### src/rtl/alm_pkg.sv
package alm_pkg;
  localparam int NCOND = 4;
  localparam int NSTAT = 2 * NCOND;
  // condition index, also the onset bit position; recovery bit is index + NCOND
  localparam int IDX_LOF = 0;
  localparam int IDX_LOS = 1;
  localparam int IDX_AIS = 2;
  localparam int IDX_RAI = 3;
  typedef logic [NSTAT-1:0] stat_t;
  typedef logic [NCOND-1:0] cond_t;
endpackage

### src/rtl/zero_run_los.sv
module zero_run_los #(
  parameter int ZERO_RUN = 192
) (
  input  logic clk,
  input  logic rst,
  input  logic bit_valid,
  input  logic bit_data,
  output logic los_q
);
  localparam int CW = $clog2(ZERO_RUN + 1);
  localparam logic [CW-1:0] RUN_MAX  = CW'(ZERO_RUN);
  localparam logic [CW-1:0] RUN_LAST = CW'(ZERO_RUN - 1);

  logic [CW-1:0] cnt_q;

  always_ff @(posedge clk) begin
    if (rst) begin
      cnt_q <= '0;
      los_q <= 1'b0;
    end else if (bit_valid) begin
      if (bit_data) begin
        cnt_q <= '0;
        los_q <= 1'b0;
      end else if (cnt_q != RUN_MAX) begin
        cnt_q <= cnt_q + 1'b1;
        if (cnt_q == RUN_LAST) los_q <= 1'b1;
      end
    end
  end

  // a valid one clears loss of signal at the next clock
  p_one_clears_los_r6: assert property (@(posedge clk) disable iff (rst)
    bit_valid && bit_data |=> !los_q);

  // loss of signal only comes on once the full run has been counted
  p_los_full_run_r5: assert property (@(posedge clk) disable iff (rst)
    $rose(los_q) |-> cnt_q == RUN_MAX);

  // an idle stream clock changes nothing
  p_idle_hold_r7: assert property (@(posedge clk) disable iff (rst)
    !bit_valid |=> $stable(los_q));
endmodule

### src/rtl/cond_edge_latch.sv
module cond_edge_latch (
  input  logic clk,
  input  logic rst,
  input  logic lvl,
  input  logic clr_rise,
  input  logic clr_fall,
  output logic rise_q,
  output logic fall_q
);
  logic prev_q;
  logic rise_evt;
  logic fall_evt;

  assign rise_evt = lvl & ~prev_q;
  assign fall_evt = ~lvl & prev_q;

  always_ff @(posedge clk) begin
    if (rst) begin
      prev_q <= 1'b0;
      rise_q <= 1'b0;
      fall_q <= 1'b0;
    end else begin
      prev_q <= lvl;
      if (rise_evt)      rise_q <= 1'b1;
      else if (clr_rise) rise_q <= 1'b0;
      if (fall_evt)      fall_q <= 1'b1;
      else if (clr_fall) fall_q <= 1'b0;
    end
  end

  // onset captured one clock later
  p_rise_sets_r1: assert property (@(posedge clk) disable iff (rst)
    $rose(lvl) |=> rise_q);
  // recovery captured one clock later
  p_fall_sets_r2: assert property (@(posedge clk) disable iff (rst)
    $fell(lvl) |=> fall_q);
  // sticky without a matching clear
  p_rise_sticky_r3: assert property (@(posedge clk) disable iff (rst)
    rise_q && !clr_rise |=> rise_q);
  p_fall_sticky_r3: assert property (@(posedge clk) disable iff (rst)
    fall_q && !clr_fall |=> fall_q);
  // edge beats a simultaneous clear
  p_edge_beats_clear_r4: assert property (@(posedge clk) disable iff (rst)
    $rose(lvl) && clr_rise |=> rise_q);
endmodule

### src/rtl/irq_gen.sv
module irq_gen #(
  parameter int W = 8
) (
  input  logic         clk,
  input  logic         rst,
  input  logic [W-1:0] stat,
  input  logic [W-1:0] en,
  output logic         irq_q
);
  always_ff @(posedge clk) begin
    if (rst) irq_q <= 1'b0;
    else     irq_q <= |(stat & en);
  end

  // no enabled cause means no request on the next clock
  p_irq_quiet_r8: assert property (@(posedge clk) disable iff (rst)
    (stat & en) == '0 |=> !irq_q);
  p_irq_raise_r8: assert property (@(posedge clk) disable iff (rst)
    (stat & en) != '0 |=> irq_q);
endmodule

### src/rtl/alarm_edge_status.sv
module alarm_edge_status
  import alm_pkg::*;
#(
  parameter int ZERO_RUN = 192
) (
  input  logic             clk,
  input  logic             rst,
  input  logic             bit_valid,
  input  logic             bit_data,
  input  logic             rai_lvl,
  input  logic             ais_lvl,
  input  logic             lof_lvl,
  input  logic             clr_wr,
  input  logic [NSTAT-1:0] clr_mask,
  input  logic [NSTAT-1:0] irq_en,
  output logic [NSTAT-1:0] status,
  output logic             los_lvl,
  output logic             irq
);
  cond_t conds;
  cond_t rise_bits;
  cond_t fall_bits;
  stat_t clr_vec;

  zero_run_los #(.ZERO_RUN(ZERO_RUN)) u_los (
    .clk(clk), .rst(rst), .bit_valid(bit_valid), .bit_data(bit_data), .los_q(los_lvl)
  );

  always_comb begin
    conds          = '0;
    conds[IDX_RAI] = rai_lvl;
    conds[IDX_AIS] = ais_lvl;
    conds[IDX_LOS] = los_lvl;
    conds[IDX_LOF] = lof_lvl;
  end

  assign clr_vec = clr_wr ? clr_mask : '0;

  for (genvar i = 0; i < NCOND; i++) begin : g_cond
    cond_edge_latch u_edge (
      .clk(clk), .rst(rst), .lvl(conds[i]),
      .clr_rise(clr_vec[i]), .clr_fall(clr_vec[i+NCOND]),
      .rise_q(rise_bits[i]), .fall_q(fall_bits[i])
    );
  end

  assign status = {fall_bits, rise_bits};

  irq_gen #(.W(NSTAT)) u_irq (
    .clk(clk), .rst(rst), .stat(status), .en(irq_en), .irq_q(irq)
  );

  // reset leaves everything quiet
  p_reset_clean_r9: assert property (@(posedge clk)
    rst |=> status == '0 && !irq && !los_lvl);
endmodule

### config.mk
export PLATFORM = sky130hd
export DESIGN_NAME = alarm_edge_status
export DESIGN_NICKNAME = d
export VERILOG_FILES = /design/src/rtl/alm_pkg.sv /design/src/rtl/zero_run_los.sv /design/src/rtl/cond_edge_latch.sv /design/src/rtl/irq_gen.sv /design/src/rtl/alarm_edge_status.sv
export SDC_FILE = /design/constraint.sdc
export NUM_CORES = 1
export LEC_CHECK = 0
export BUFFER_PORTS_ARGS = -buffer_cell sky130_fd_sc_hd__buf_2
export CAP_MARGIN = 20
export CORE_MARGIN = 10
export CORE_UTILIZATION = 49
export DETAILED_ROUTE_END_ITERATION = 8
export MAX_ROUTING_LAYER = met4
export PLACE_DENSITY = 0.78
export RECOVER_POWER = 50
export SLEW_MARGIN = 20
export SYNTH_ARGS = -nofsm -noshare
export SYNTH_HDL_FRONTEND = slang
export SYNTH_SLANG_ARGS = --single-unit
export TNS_END_PERCENT = 100
### constraint.sdc
create_clock -name clk -period 1.7 [get_ports clk]
set_input_delay 0.255 -clock clk [delete_from_list [all_inputs] [get_ports clk]]
set_output_delay 0.255 -clock clk [all_outputs]
set_load 0.005 [all_outputs]
==> run_results.csv <==
group,metric,value,unit
timing,holdWs,0.1905,ns
floorplanning,dieArea,4456,µm²
yosys,ys_types,31,
place,routabilityCongestion,0.8378,
yosys,synth_area_per_cell,8.568,µm²
place,port_buffers,33,
detailed_routing,vias,949,
grt,antenna_found_initial,0,
power,pwr-share-seq,62.6,%
floorplanning,ios,34,
cts,ctsLongestPathBuffers,2,
grt,track_usage,11.11,%
status,status,"finished clean",
detailed_routing,viasPerCell,5.423,
cts,cts_setup_buffers,0,
power,power_density,718.3,nW/µm²
cts,worstSkewPairLatency,0.30,ns
timing,finalHoldViolCount,0,
timing,grt_setup_unrepaired,"false",
cts,clockRootBuffer,"clkbuf_4",
detailed_routing,ant_nets,0,
power,p_switching,0.2039,mW
timing,period_share,93.38,%
power,swShare,23.47,%
place,dpl.hpwl,1.785,mm
yosys,postSynth.asyncResetShare,0,%
power,leakage,0.4957,nW
cells_and_area,diodes,0,
yosys,ys_seq_area_share,41.12,%
critical_path,setup.worst_path.start_class,"flop",
cts,holdBufCountCts,0,
timing,slew_violations,0,
floorplanning,initial_core_util,52.97,%
cts,htreeDepth,1,
power,clkPwrFrac,25.6,%
critical_path,cp.required,1.91,ns
critical_path,cp_max_fo,9,
detailed_routing,wl_per_cell,13.27,µm
critical_path,crit_arrival,1.80,ns
yosys,synth_edf_count,0,
critical_path,end_kind,"flop",
cts,cts.clk_slew.worst_paths,0.11,ns
floorplanning,die_h,66.75,µm
critical_path,crit_chain,"or4_4 > o31a_1 > o32ai_2",
yosys,syn_area,1071,µm²
power,p_comb_share,11.8,%
cells_and_area,drive_above_1_share,25.68,%
yosys,syn_nets,151,
cells_and_area,final_util,59.84,%
grt,grt_max_degree,25,
detailed_routing,drtIter0Drc,33,
critical_path,cp_top_family,"simple AND/OR/NAND/NOR gates",
power,peakVddDrop,0.4393,mV
cts,cts.sinks,22,
yosys,netlist_instances,125,
floorplanning,core_area,2022,µm²
detailed_routing,drt_pre_antenna_iters,4,
timing,period_minus_slack,1.587,ns
detailed_routing,finalWirelength,2.322,mm
run,cap_violations,0,
timing,fmax,629.9,MHz
cts,cts_tree,"done",
power,internal_power,0.6651,mW
cells_and_area,layout_commonest_cell,"buf_2",
timing,skew,0.005621,ns
floorplanning,rows,16,
critical_path,crit_type,"reg2reg",
cells_and_area,layout_common_cells,"30 x buf_2, 22 x dfxtp_1, 14 x nor2b_1, 12 x nand2_1, 12 x a21oi_1",
critical_path,slowest_delay,0.58,ns
cts,cts_buffers,3,
grt,grt_remaining_overflow,0,
cells_and_area,syn_to_final_growth,12.97,%
critical_path,critPathBufInv,0,
timing,fin_tns_setup,0,ns
timing,worst_pin_slew,1.039,ns
yosys,synth_flop_cell,"dfxtp_1",
yosys,synth_warnings,0,
timing,relSlewSlack,30.73,%
detailed_routing,drc,0,
critical_path,cpMaxStageDelayCell,"or4_4",
grt,grt_pass1_wl,3.864,mm
floorplanning,dieWidth,66.75,µm
cells_and_area,fin_nets,176,
cts,cts_resized,0,
hold_path,hold_path.class,"in2reg",
yosys,ys_ff_latch,22,
timing,setup_viol,0,
grt,grt_pass1_vias,892,
cells_and_area,num-fill-cells,188,
[path summary, 6_finish.rpt]
path	startpoint	end	slack, ns	cells past startpoint
max	u_los.cnt_q[2]	u_los.cnt_q[1]	0.11	3
min	lof_lvl	g_cond[0].u_edge.prev_q	0.19	2
max reg2reg	u_los.cnt_q[2]	u_los.cnt_q[1]	0.11	3
min reg2reg	u_los.los_q	g_cond[1].u_edge.prev_q	0.51	1
[state kept, by name (all words and copies together) (netlist names)]
signal	count
g_cond.u_edge.rise_q	4
g_cond.u_edge.prev_q	4
u_los.los_q	1
u_los.cnt_q	8
g_cond.u_edge.fall_q	4
u_irq.irq_q	1
[power groups by stage]
stage                     combinational (mW)  sequential, mW  clock, mW
final                                  0.103           0.544      0.223
after CTS                              0.104           0.544      0.235
after global routing                   0.116           0.547      0.255
after detailed placement               0.104           0.556          0
after global placement                 0.102           0.555          0
after floorplan                       0.0677           0.553          0
[worst reg2reg max path: cells and delay by family, from the launching register on]
kind	cells	cell delay, ns
AO/OA/AOI/OAI	2	0.53
AND/OR/NAND/NOR	1	0.58
flip-flops	1	0.40
[logic make-up after synthesis]
| family | share of synthesized area (%) |
|---|---|
| AO/OA/AOI/OAI | 22.78 |
| adder cells (fa/ha/maj) | 2.336 |
| buffers and inverters | 8.412 |
| AND/OR/NAND/NOR | 25.35 |
| flip-flops | 41.12 |
[per-stage QoR]
step                area, µm²  total power, mW  setup WS [ns]  instances
floorplan                1071           0.6207         0.2239        125
global placement         1191           0.6564         0.1941        172
detailed placement       1191           0.6590         0.1546        172
CTS                      1214           0.8832         0.1249        175
global route             1210           0.9172        0.05133        175
finish                   1210           0.8690         0.1125        175
[cell usage after synthesis (3+ instances only)]
cell       n  area (µm²)
buf_4      8       60.06
nand2_1   12       45.04
o21ai_0    4       20.02
a41oi_1    3       26.28
dfxtp_1   22       440.4
nor2_1     9       33.78
inv_1      3       11.26
nor2b_1   14       87.58
nand3_1    3       15.01
a31oi_1    3       18.77
a22oi_1    4       30.03
clkbuf_1   5       18.77
a21oi_1   12       60.06
[layout make-up]
| class | instances | area [µm²] | share of cell area (%) |
|---|---|---|---|
| multi-input cells | 87 | 540.5 | 44.67 |
| flip-flops and latches | 22 | 440.4 | 36.40 |
| repair buffers | 33 | 161.4 | 13.34 |
| well taps | 27 | 33.78 | 2.792 |
| clock buffers | 3 | 22.52 | 1.861 |
| inverters | 3 | 11.26 | 0.9307 |
[layer usage]
layer	track usage, %	wire, µm	vias up
met5	-	0	-
met2	18.25	1067	30
met4	5.497	36	0
met3	3.512	205	4
met1	11.75	1013	424
li1	-	-	491
No activity file was read; power rests on OpenSTA's default activity.
